`src/rtl/uart_tx_pkg.sv`:
```
package uart_tx_pkg;
  typedef enum logic [2:0] {
    ST_IDLE,
    ST_START,
    ST_DATA,
    ST_PARITY,
    ST_STOP
  } tx_state_e;

  localparam int unsigned DATA_W = 8;
  localparam int unsigned IDX_W  = 3;
endpackage

```
`src/rtl/uart_tx_cfg_decode.sv`:
```
module uart_tx_cfg_decode
  import uart_tx_pkg::*;
#(
  parameter int unsigned TICKS_PER_BIT = 16,
  parameter int unsigned CNT_W         = $clog2(2 * TICKS_PER_BIT)
) (
  input  logic [7:0]        lcr_i,
  input  logic [DATA_W-1:0] data_i,
  output logic [IDX_W-1:0]  last_idx_o,
  output logic              par_en_o,
  output logic              par_val_o,
  output logic [CNT_W-1:0]  stop_last_o
);
  localparam int unsigned HALF = TICKS_PER_BIT / 2;
  localparam logic [CNT_W-1:0] STOP_ONE  = CNT_W'(TICKS_PER_BIT - 1);
  localparam logic [CNT_W-1:0] STOP_HALF = CNT_W'(TICKS_PER_BIT + HALF - 1);
  localparam logic [CNT_W-1:0] STOP_TWO  = CNT_W'(2 * TICKS_PER_BIT - 1);

  logic [DATA_W-1:0] mask;
  logic              data_xor;
  logic              unused_dlab;

  assign unused_dlab = lcr_i[7];
  assign last_idx_o  = IDX_W'(3'd4 + {1'b0, lcr_i[1:0]});
  assign mask        = 8'hFF >> (2'd3 - lcr_i[1:0]);
  assign data_xor    = ^(data_i & mask);
  assign par_en_o    = lcr_i[3];

  always_comb begin
    if (lcr_i[5])      par_val_o = ~lcr_i[4];
    else if (lcr_i[4]) par_val_o = data_xor;
    else               par_val_o = ~data_xor;
  end

  always_comb begin
    if (!lcr_i[2])               stop_last_o = STOP_ONE;
    else if (lcr_i[1:0] == 2'b0) stop_last_o = STOP_HALF;
    else                         stop_last_o = STOP_TWO;
  end
endmodule

```
`src/rtl/uart_tx_tick_cnt.sv`:
```
module uart_tx_tick_cnt #(
  parameter int unsigned CNT_W = 5
) (
  input  logic             clk_i,
  input  logic             rst_ni,
  input  logic             clr_i,
  input  logic             tick_i,
  input  logic [CNT_W-1:0] last_i,
  output logic             wrap_o
);
  logic [CNT_W-1:0] cnt_q;

  assign wrap_o = tick_i && (cnt_q == last_i);

  always_ff @(posedge clk_i or negedge rst_ni) begin
    if (!rst_ni)     cnt_q <= '0;
    else if (clr_i)  cnt_q <= '0;
    else if (wrap_o) cnt_q <= '0;
    else if (tick_i) cnt_q <= cnt_q + 1'b1;
  end
endmodule

```
`src/rtl/uart_tx_seq.sv`:
```
module uart_tx_seq
  import uart_tx_pkg::*;
#(
  parameter int unsigned TICKS_PER_BIT = 16,
  parameter int unsigned CNT_W         = $clog2(2 * TICKS_PER_BIT)
) (
  input  logic              clk_i,
  input  logic              rst_ni,
  input  logic              start_i,
  input  logic              wrap_i,
  input  logic [DATA_W-1:0] data_i,
  input  logic [IDX_W-1:0]  last_idx_i,
  input  logic              par_en_i,
  input  logic              par_val_i,
  input  logic [CNT_W-1:0]  stop_last_i,
  output logic              cnt_clr_o,
  output logic [CNT_W-1:0]  phase_last_o,
  output logic              line_o,
  output logic              busy_o
);
  localparam logic [CNT_W-1:0] BIT_LAST = CNT_W'(TICKS_PER_BIT - 1);

  tx_state_e         state_q;
  logic [DATA_W-1:0] sh_q;
  logic [IDX_W-1:0]  idx_q;
  logic [IDX_W-1:0]  last_idx_q;
  logic              par_en_q;
  logic              par_val_q;
  logic [CNT_W-1:0]  stop_last_q;
  logic              line_q;

  assign busy_o       = (state_q != ST_IDLE);
  assign cnt_clr_o    = (state_q == ST_IDLE);
  assign phase_last_o = (state_q == ST_STOP) ? stop_last_q : BIT_LAST;
  assign line_o       = line_q;

  always_ff @(posedge clk_i or negedge rst_ni) begin
    if (!rst_ni) begin
      state_q     <= ST_IDLE;
      sh_q        <= '0;
      idx_q       <= '0;
      last_idx_q  <= '0;
      par_en_q    <= 1'b0;
      par_val_q   <= 1'b0;
      stop_last_q <= '0;
      line_q      <= 1'b1;
    end else if (state_q == ST_IDLE) begin
      if (start_i) begin
        state_q     <= ST_START;
        sh_q        <= data_i;
        idx_q       <= '0;
        last_idx_q  <= last_idx_i;
        par_en_q    <= par_en_i;
        par_val_q   <= par_val_i;
        stop_last_q <= stop_last_i;
        line_q      <= 1'b0;
      end
    end else if (wrap_i) begin
      unique case (state_q)
        ST_START: begin
          state_q <= ST_DATA;
          line_q  <= sh_q[0];
        end
        ST_DATA: begin
          if (idx_q == last_idx_q) begin
            state_q <= par_en_q ? ST_PARITY : ST_STOP;
            line_q  <= par_en_q ? par_val_q : 1'b1;
          end else begin
            idx_q  <= idx_q + 1'b1;
            sh_q   <= sh_q >> 1;
            line_q <= sh_q[1];
          end
        end
        ST_PARITY: begin
          state_q <= ST_STOP;
          line_q  <= 1'b1;
        end
        default: begin
          state_q <= ST_IDLE;
          line_q  <= 1'b1;
        end
      endcase
    end
  end
endmodule

```
`src/rtl/uart_char_tx.sv`:
```
module uart_char_tx
  import uart_tx_pkg::*;
#(
  parameter int unsigned TICKS_PER_BIT = 16
) (
  input  logic       clk_i,
  input  logic       rst_ni,
  input  logic       tick16_i,
  input  logic       wr_i,
  input  logic [7:0] wdata_i,
  input  logic [7:0] lcr_i,
  output logic       txd_o,
  output logic       busy_o
);
  localparam int unsigned CNT_W = $clog2(2 * TICKS_PER_BIT);

  logic [IDX_W-1:0] last_idx;
  logic             par_en;
  logic             par_val;
  logic [CNT_W-1:0] stop_last;
  logic [CNT_W-1:0] phase_last;
  logic             cnt_clr;
  logic             wrap;
  logic             line;
  logic             busy;
  logic             brk_q;

  uart_tx_cfg_decode #(
    .TICKS_PER_BIT(TICKS_PER_BIT),
    .CNT_W        (CNT_W)
  ) u_dec (
    .lcr_i      (lcr_i),
    .data_i     (wdata_i),
    .last_idx_o (last_idx),
    .par_en_o   (par_en),
    .par_val_o  (par_val),
    .stop_last_o(stop_last)
  );

  uart_tx_tick_cnt #(
    .CNT_W(CNT_W)
  ) u_cnt (
    .clk_i (clk_i),
    .rst_ni(rst_ni),
    .clr_i (cnt_clr),
    .tick_i(tick16_i),
    .last_i(phase_last),
    .wrap_o(wrap)
  );

  uart_tx_seq #(
    .TICKS_PER_BIT(TICKS_PER_BIT),
    .CNT_W        (CNT_W)
  ) u_seq (
    .clk_i       (clk_i),
    .rst_ni      (rst_ni),
    .start_i     (wr_i && !busy),
    .wrap_i      (wrap),
    .data_i      (wdata_i),
    .last_idx_i  (last_idx),
    .par_en_i    (par_en),
    .par_val_i   (par_val),
    .stop_last_i (stop_last),
    .cnt_clr_o   (cnt_clr),
    .phase_last_o(phase_last),
    .line_o      (line),
    .busy_o      (busy)
  );

  // break acts live, not captured per frame
  always_ff @(posedge clk_i or negedge rst_ni) begin
    if (!rst_ni) brk_q <= 1'b0;
    else         brk_q <= lcr_i[6];
  end

  assign txd_o  = line & ~brk_q;
  assign busy_o = busy;
endmodule

```
`config.mk`:
```
export PLATFORM = sky130hd
export DESIGN_NAME = uart_char_tx
export DESIGN_NICKNAME = d
export VERILOG_FILES = /design/src/rtl/uart_tx_pkg.sv /design/src/rtl/uart_tx_cfg_decode.sv /design/src/rtl/uart_tx_tick_cnt.sv /design/src/rtl/uart_tx_seq.sv /design/src/rtl/uart_char_tx.sv
export SDC_FILE = /design/constraint.sdc
export NUM_CORES = 1
export LEC_CHECK = 0
export BUFFER_PORTS_ARGS = -buffer_cell sky130_fd_sc_hd__buf_2
export CAP_MARGIN = 5
export CORE_UTILIZATION = 61
export DETAILED_ROUTE_END_ITERATION = 7
export PLACE_DENSITY = 0.92
export SLEW_MARGIN = 30
export SYNTH_ARGS = -nofsm -noshare
export SYNTH_HDL_FRONTEND = slang
export SYNTH_SLANG_ARGS = --single-unit
export TNS_END_PERCENT = 100
```
`constraint.sdc`:
```
create_clock -name clk_i -period 3.7 [get_ports clk_i]
set_clock_uncertainty 0.1 [all_clocks]
set_input_delay 0.185 -clock clk_i [delete_from_list [all_inputs] [get_ports clk_i]]
set_output_delay 0.185 -clock clk_i [all_outputs]
set_load 0.05 [all_outputs]
```
==> summary.md, run 1 <==
| Metric | Value |
|---|---|
| Status | `completed` |
| Number of diodes added for antenna fixing | `0` |
| Placeable core region | `2500 um^2` |
| Gr busiest metal | `met2` |
| Die extent in x | `53.5 um` |
| Port Buffers | `20` |
| Number of max-slew violations in the final report | `0` |
| Portion of the post-synthesis area used by sequential elements | `0.434` |
| Distinct cell type count after synthesis | `46` |
| Worst Setup Path Type | `reg2reg` |
| Critical Path Start | `u_seq.state_q[2]$_DFFE_PN0P_` |
| Number of antenna violations at the first check in global routing | `0` |
| Hold Crit Class | `in2reg` |
| Worst ir drop on vdd | `approximately 0.44 mV` |
| Mean instance size in the synthesized netlist | `9.75 um^2` |
| Highest net fanout along the worst path | `10` |
| Most frequent cells in the layout | `31 x sky130_fd_sc_hd__nand2_1, 27 x sky130_fd_sc_hd__dfrtp_1, 20 x sky130_fd_sc_hd__buf_2` |
| Met3 Resource Use GR | `0.0345` |
| Maximum number of pins on one net before global-route repair | `29` |
| Unrepaired setup endpoints after global routing | `no` |
| Cell types occupying the most area after synthesis | `sky130_fd_sc_hd__dfrtp_1 42%, sky130_fd_sc_hd__mux2_2 8.3%, sky130_fd_sc_hd__nand2_1 7.2%` |
| Number of global-route vias before repair | `between 1000 and 1500` |
| Logic depth of the worst register-to-register path | `5` |
| Top-level I/O count | `22` |
| Sort of element at the start of the critical path | `flip-flop` |
| CTS tree | `yes` |
| Most frequent standard cell in the layout excluding fill and tap cells | `sky130_fd_sc_hd__nand2_1` |
| Clock latency of the later-clocked register in the worst-skew pair | `340 ps` |
| FF+latch count, synth | `28` |
| Row cnt | `18` |
| HPWL after detailed placement | `around 2400 um` |
| Initial DRC count | `65` |
| Total GRT Usage | `0.246` |
| Htree depth | `1` |
| Slew @ Worst Pin | `620 ps` |
| Total Wirelength | `roughly 3300 um` |
| Final hold violations | `0` |
| Met1 usage | `0.313` |
| Layout cells sized above 1 | `0.245` |
| Req. time, crit path | `approximately 3800 ps` |
| Initial core utilization | `0.648` |
| Startpoint of the worst-slack reg-to-reg timing path | `u_seq.state_q[2]$_DFFE_PN0P_` |
| Final Wtd Congestion | `roughly 0.85` |
| Clock Sinks | `28` |
| Total Negative Setup Slacks | `0 ps` |
| Total number of vias | `1357` |
| Hold buffers post-CTS | `3` |
| Placed cell count | `between 200 and 250` |
| Predominant post-synthesis flop cell | `sky130_fd_sc_hd__dfrtp_1` |
| Max clock buf depth | `2` |
| Tightest slew margin relative to the limit | `0.587` |
| Crit path to | `u_seq.sh_q[6]$_DFFE_PN0P_` |
| CTS buffer count | `3` |
| Post-Syn Nets | `188` |
| Final cycle utilization of the critical path | `0.582` |
| Root Buffer Master | `sky130_fd_sc_hd__clkbuf_4` |
| R2R Path End | `u_seq.sh_q[6]$_DFFE_PN0P_` |
| Remaining design rule violation count | `0` |
| Arrival time at the worst endpoint | `approximately 2300 ps` |
| Vias per Instance | `6.22` |
| Area growth, synth to finish | `10.3%` |
| Total setup buffers inserted after CTS | `0` |
| Resized Gates After CTS | `0` |
| Number of nets in the layout | `~210` |
| Synth top area share | `0.417` |
| Wire length of the first global-routing pass | `roughly 5000 um` |
| Capturing element type of the critical path | `flip-flop` |
| Grt total ovfl | `0` |
| Final-report setup violation count | `0` |
| Yosys warning count | `0` |
| Leakage | `0.826 nW` |
| CTS clk-pin slew, worst paths | `~150 ps` |
| Fmax | `roughly 460 MHz` |
| Antenna Violating Nets Remaining | `0` |
| Overall die area | `between 2000 and 3000 um^2` |
| Height of the die | `53.5 um` |
| Setup slack, reg-to-reg | `1550 ps` |
| EDFF count, synth | `0` |
| Most area-hungry cell type in the Yosys netlist | `sky130_fd_sc_hd__dfrtp_1` |
| Pwr Density | `roughly 630 nW/um^2` |
| Number of standard cells in the layout, taps in and fillers out | `approximately 220` |
| Final critical-path required period | `2150 ps` |
| Post-Synthesis Cells | `166` |
| Post-synth ARST share | `1.00` |
| 1st-pass router iterations | `4` |
| Post-Synthesis Cell Area | `approximately 1600 um^2` |
| Global routing usage on met2 | `0.417` |
| Maxcap violations | `0` |
| Core occupancy in the finished layout | `0.714` |
| Average routed wire per standard cell | `around 15 um` |
critical path, stage by stage, from the launching register on:
cell and delay, ps:
sky130_fd_sc_hd__dfrtp_1 560, sky130_fd_sc_hd__or3b_4 440, sky130_fd_sc_hd__o21ai_2 160, sky130_fd_sc_hd__nand4_1 160, sky130_fd_sc_hd__o21ai_4 280, sky130_fd_sc_hd__mux2_2 380
power breakdown:
group	internal (W)	switching (W)
combinational	0.000197	0.000254
clock	0.0000424	0.0000902
sequential	0.000412	0.000120
total	0.000651	0.000465
kinds of logic (layout without fill, tap and decap cells):
family | count (synthesis) | in the layout | synth area share
AOI/OAI and AO/OA | 27 | 27 | 0.126
xor gates and xnor gates | 12 | 12 | 0.0734
adders and majority gates | 2 | 2 | 0.0155
buffers and inverters | 8 | 30 | 0.0263
DFF | 28 | 28 | 0.434
muxes | 14 | 14 | 0.0958
and+or+nand+nor | 75 | 75 | 0.230
flip-flops by register name, summed over array words and instances (netlist names):
register / cells
u_seq.line_o: 1
u_seq.state_q: 3
u_seq.stop_last_q: 3
u_seq.sh_q: 8
u_seq.last_idx_q: 2
u_seq.par_en_q: 1
u_seq.par_val_q: 1
u_seq.idx_q: 3
u_cnt.cnt_q: 5
brk_q: 1
cell type report:
type / instances / area [um^2]
multi-input combinational: 130 / 875
fill: 170 / 714
sequential: 28 / 702
timing repair buffer: 24 / 138
tap: 30 / 37.5
clock buffer: 4 / 26.3
inverter: 2 / 7.51
layer usage:
layer  part of all wire  routed length (um)
met1               0.43                1420
met2               0.49                1620
met3              0.066                 219
met4              0.012                  41
met5                  0                   0
worst min path at each step:
stage,start,end,slack (ps),cells after the start
2_1_floorplan,rst_ni,brk_q$_DFF_PN0_,-210,0
4_1_cts,lcr_i[2],u_seq.stop_last_q[4]$_DFFE_PN0P_,4,2
5_1_grt,lcr_i[2],u_seq.stop_last_q[4]$_DFFE_PN0P_,2,2
6_report,lcr_i[2],u_seq.stop_last_q[4]$_DFFE_PN0P_,1,2
3_5_place_dp,rst_ni,brk_q$_DFF_PN0_,130,1
3_3_place_gp,rst_ni,brk_q$_DFF_PN0_,120,1
per-stage QoR:
step / worst slack (ps) / power, W / hold WS (ps) / instance area [um^2]
2_1_floorplan: 1730 / 0.000867 / -211 / 1620
3_3_place_gp: 1620 / 0.000941 / 122 / 1730
3_5_place_dp: 1580 / 0.000980 / 129 / 1730
4_1_cts: 1570 / 0.00111 / 4.29 / 1790
5_1_grt: 1470 / 0.00118 / 1.99 / 1790
6_report: 1550 / 0.00112 / 1.08 / 1790
synthesized netlist by cell type (2+ instances only):
library cell	instances
sky130_fd_sc_hd__nand2_1	31
sky130_fd_sc_hd__dfrtp_1	27
sky130_fd_sc_hd__mux2_2	12
sky130_fd_sc_hd__nor2_1	9
sky130_fd_sc_hd__nor3_1	9
sky130_fd_sc_hd__xor2_1	7
sky130_fd_sc_hd__o211ai_1	5
sky130_fd_sc_hd__a21oi_1	4
sky130_fd_sc_hd__nand3_1	4
sky130_fd_sc_hd__nand4_1	4
sky130_fd_sc_hd__xnor2_1	4
sky130_fd_sc_hd__and3_1	3
sky130_fd_sc_hd__buf_4	3
sky130_fd_sc_hd__nand2b_1	3
sky130_fd_sc_hd__nor4_1	3
sky130_fd_sc_hd__o21ai_0	3
sky130_fd_sc_hd__a21o_1	2
sky130_fd_sc_hd__clkbuf_1	2
sky130_fd_sc_hd__ha_1	2
sky130_fd_sc_hd__mux2i_1	2
sky130_fd_sc_hd__o31ai_1	2
(Power assumes the default switching activity.)
==> inputs of run 2 (changes only) <==
--- a/config.mk
+++ b/config.mk
@@ -5,11 +5,12 @@
 export SDC_FILE = /design/constraint.sdc
 export NUM_CORES = 1
 export LEC_CHECK = 0
+export ABC_AREA = 1
 export BUFFER_PORTS_ARGS = -buffer_cell sky130_fd_sc_hd__buf_2
 export CAP_MARGIN = 5
-export CORE_UTILIZATION = 61
+export CORE_UTILIZATION = 51
 export DETAILED_ROUTE_END_ITERATION = 7
-export PLACE_DENSITY = 0.92
+export PLACE_DENSITY = 0.83
 export SLEW_MARGIN = 30
 export SYNTH_ARGS = -nofsm -noshare
 export SYNTH_HDL_FRONTEND = slang
==> constraint.sdc (replaced) <==
create_clock -name clk_i -period 1.94 [get_ports clk_i]
set_clock_uncertainty 0.1 [all_clocks]
set_input_delay 0.097 -clock clk_i [delete_from_list [all_inputs] [get_ports clk_i]]
set_output_delay 0.097 -clock clk_i [all_outputs]
set_load 0.05 [all_outputs]
==> summary.md, run 2 <==
| Metric | Value |
|---|---|
| Highest net fanout along the worst path | `11` |
| Number of nets in the layout | `271` |
| Critical Path, Cell by Cell | `nor2_4, nand2_2, buf_4, buf_2` |
| Final Wtd Congestion | `~0.83` |
| Placed cell count | `279` |
| Setup slack, reg-to-reg | `about 240 ps` |
| Gr busiest metal | `met2` |
| Total power | `between 0.002 and 0.0025 W` |
| Max clock buf depth | `2` |
| Met3 Resource Use GR | `0.0264` |
| Number of global-route vias before repair | `roughly 1400` |
| Post-Synthesis Cells | `215` |
| Total number of vias | `around 1400` |
| Htree depth | `1` |
| Clock latency of the later-clocked register in the worst-skew pair | `330 ps` |
| EDFF count, synth | `0` |
| Average routed wire per standard cell | `approximately 11 um` |
| Final critical-path required period | `~1800 ps` |
| Status | `completed` |
| Synth top area share | `0.414` |
| Post-Syn Nets | `roughly 240` |
| Req. time, crit path | `~1700 ps` |
| Most area-hungry cell type in the Yosys netlist | `sky130_fd_sc_hd__dfrtp_1` |
| Yosys warning count | `0` |
| Post-synthesis xor/xnor area fraction | `0.0645` |
| Row cnt | `20` |
| Total GRT Usage | `0.216` |
| WP buf/inv | `2` |
| Overall die area | `about 3400 um^2` |
| Arrival time at the worst endpoint | `~1600 ps` |
| Most frequent standard cell in the layout excluding fill and tap cells | `sky130_fd_sc_hd__nand2_1` |
| Top cells by instance count after synthesis | `77 x sky130_fd_sc_hd__nand2_1, 27 x sky130_fd_sc_hd__dfrtp_1, 23 x sky130_fd_sc_hd__nand3_1` |
| Port Buffers | `20` |
| Total Wirelength | `about 3100 um` |
| Hold Crit Class | `in2reg` |
| Clock Sinks | `28` |
| Area fraction in compound gates after synthesis | `0.0668` |
| Number of antenna violations at the first check in global routing | `0` |
| Predominant post-synthesis flop cell | `sky130_fd_sc_hd__dfrtp_1` |
| CTS clk-pin slew, worst paths | `150 ps` |
| CTS buffer count | `3` |
| Maximum number of pins on one net before global-route repair | `29` |
| Mux contribution to synthesized area | `0` |
| Number of max-slew violations in the final report | `0` |
| Capturing element type of the critical path | `output pin` |
| Maxcap violations | `0` |
| 1st-pass router iterations | `4` |
| Fmax | `558 MHz` |
| Worst Setup Path Type | `reg2out` |
| Distinct cell type count after synthesis | `27` |
| Number of diodes added for antenna fixing | `0` |
| Mean instance size in the synthesized netlist | `around 7.6 um^2` |
| Total Negative Setup Slacks | `0 ps` |
| Post-synth ARST share | `1.00` |
| Remaining design rule violation count | `0` |
| CTS tree | `yes` |
| Die extent in x | `58.5 um` |
| Delay-heaviest family, CP | `flip-flops` |
| Height of the die | `between 50 and 60 um` |
| Portion of the post-synthesis area used by sequential elements | `0.431` |
| Tightest slew margin relative to the limit | `0.597` |
| Wire length of the first global-routing pass | `roughly 5700 um` |
| Slowest cell on the critical path | `sky130_fd_sc_hd__dfrtp_1` |
| Placeable core region | `slightly above 3000 um^2` |
| Flip-flop count of the largest register, all copies and words added | `8` |
| Unrepaired setup endpoints after global routing | `no` |
| Number of standard cells in the layout, taps in and fillers out | `~290` |
| Main combinational cell family by area after synthesis | `simple AND/OR/NAND/NOR gates` |
| Core occupancy in the finished layout | `0.629` |
| Final-report setup violation count | `0` |
| Slew @ Worst Pin | `a little over 600 ps` |
| HPWL after detailed placement | `roughly 2300 um` |
| Stage delay of the slowest cell on the critical path | `470 ps` |
| Area share of fa/ha/maj cells after synthesis | `0.0153` |
| Initial DRC count | `51` |
| Cell types occupying the most area after synthesis | `sky130_fd_sc_hd__dfrtp_1 41%, sky130_fd_sc_hd__nand2_1 18%, sky130_fd_sc_hd__nand3_1 7.1%` |
| Final hold violations | `0` |
| Met1 usage | `0.266` |
| Layout cells sized above 1 | `0.190` |
| Worst ir drop on vdd | `approximately 0.6 mV` |
| Initial core utilization | `0.534` |
| Most frequent cells in the layout | `77 x sky130_fd_sc_hd__nand2_1, 26 x sky130_fd_sc_hd__dfrtp_1, 23 x sky130_fd_sc_hd__nand3_1` |
| Final cycle utilization of the critical path | `0.923` |
| Most frequent cell after synthesis | `sky130_fd_sc_hd__nand2_1` |
| Largest register by flop count | `u_seq.sh_q` |
| Simple logic cell fraction of the synthesized area | `0.353` |
| FF+latch count, synth | `28` |
| Pwr Density | `between 1000 and 1500 nW/um^2` |
| Top-level I/O count | `22` |
| Root Buffer Master | `sky130_fd_sc_hd__clkbuf_4` |
| Sort of element at the start of the critical path | `flip-flop` |
| Post-Synthesis Cell Area | `about 1600 um^2` |
| Grt total ovfl | `0` |
| Registers with the most flip-flops | `u_seq.sh_q (8), u_cnt.cnt_q (5)` |
| Global routing usage on met2 | `0.388` |
| Antenna Violating Nets Remaining | `0` |
| Area growth, synth to finish | `17.8%` |
| Leakage | `roughly 1.0 nW` |
| Vias per Instance | `around 5` |
## run 2: cell count changes after synthesis, sizes merged, moves of 4 or more
| cell | change |
|---|---|
| and3 | -4 |
| inv | +16 |
| mux2 | -12 |
| nand2 | +51 |
| nand3 | +21 |
| nor2 | +9 |
| nor3 | -9 |
| o211ai | -5 |
| o21ai | +7 |
## run 2: power breakdown
part | switching [W] | total, W | internal, W | leakage (nW)
clock network | 0.000176 | 0.000385 | 0.000209 | 0.0279
logic | 0.000715 | 0.00113 | 0.000417 | 0.624
registers | 0.000166 | 0.000952 | 0.000786 | 0.352
## run 2: worst register-to-register path: cells and delay by family (launching register included)
kind             cells  cell delay, ps
and+or+nand+nor     10            1040
DFF                  1             470
## run 2: cell families (layout without fill, tap and decap cells)
family,Yosys count,count (layout)
simple gates,131,131
flops,28,28
buf+inv,23,56
compound gates,19,19
xor+xnor,12,12
fa+ha+maj,2,2
## run 2: stage by stage
stage | area (um^2) | setup slack, ps | hold WS, ps
final | 1920 | 149 | 10.9
after floorplan | 1630 | 394 | -299
after CTS | 1920 | 75.3 | 3.04
after global routing | 1920 | 45.6 | 21.1
after global placement | 1780 | 298 | 48.2
after detailed placement | 1780 | 268 | 44.3
## run 2: cell type report
cell class / count / area [um^2]
Timing Repair Buffer: 34 / 228
Sequential cell: 28 / 703
Fill cell: 294 / 1130
Tap cell: 44 / 55.1
Clock inverter: 1 / 30.0
Clock buffer: 3 / 22.5
Multi-Input combinational cell: 164 / 815
Inverter: 18 / 67.6
## run 2: timing repair
| item | CTS | global route |
|---|---|---|
| resized for setup | 0 | 1 |
| setup buffers | 0 | 0 |
| hold buffers | 9 | 0 |
| endpoints found under the setup margin | 0 | 1 |
| hold endpoints to repair | 37 | 0 |
## run 2: final timing paths
kind,from,end,cells past startpoint
max,u_seq.state_q[0]$_DFFE_PN0P_,busy_o,4
min,lcr_i[5],u_seq.par_val_q$_DFFE_PN0P_,5
max reg2reg,u_seq.state_q[0]$_DFFE_PN0P_,u_seq.idx_q[1]$_DFFE_PN0P_,10
min reg2reg,u_seq.sh_q[6]$_DFFE_PN0P_,u_seq.sh_q[6]$_DFFE_PN0P_,2
max in group asynchronous,rst_ni,u_seq.state_q[2]$_DFFE_PN0P_,2
min in group asynchronous,rst_ni,u_cnt.cnt_q[1]$_DFFE_PN0P_,2
## run 2: layer usage
metal  share of wire  vias to the layer above
li1                -                      751
met1            0.48                      641
met2            0.49                       22
met3           0.021                        5
met4           0.013                        0
met5               0                        -
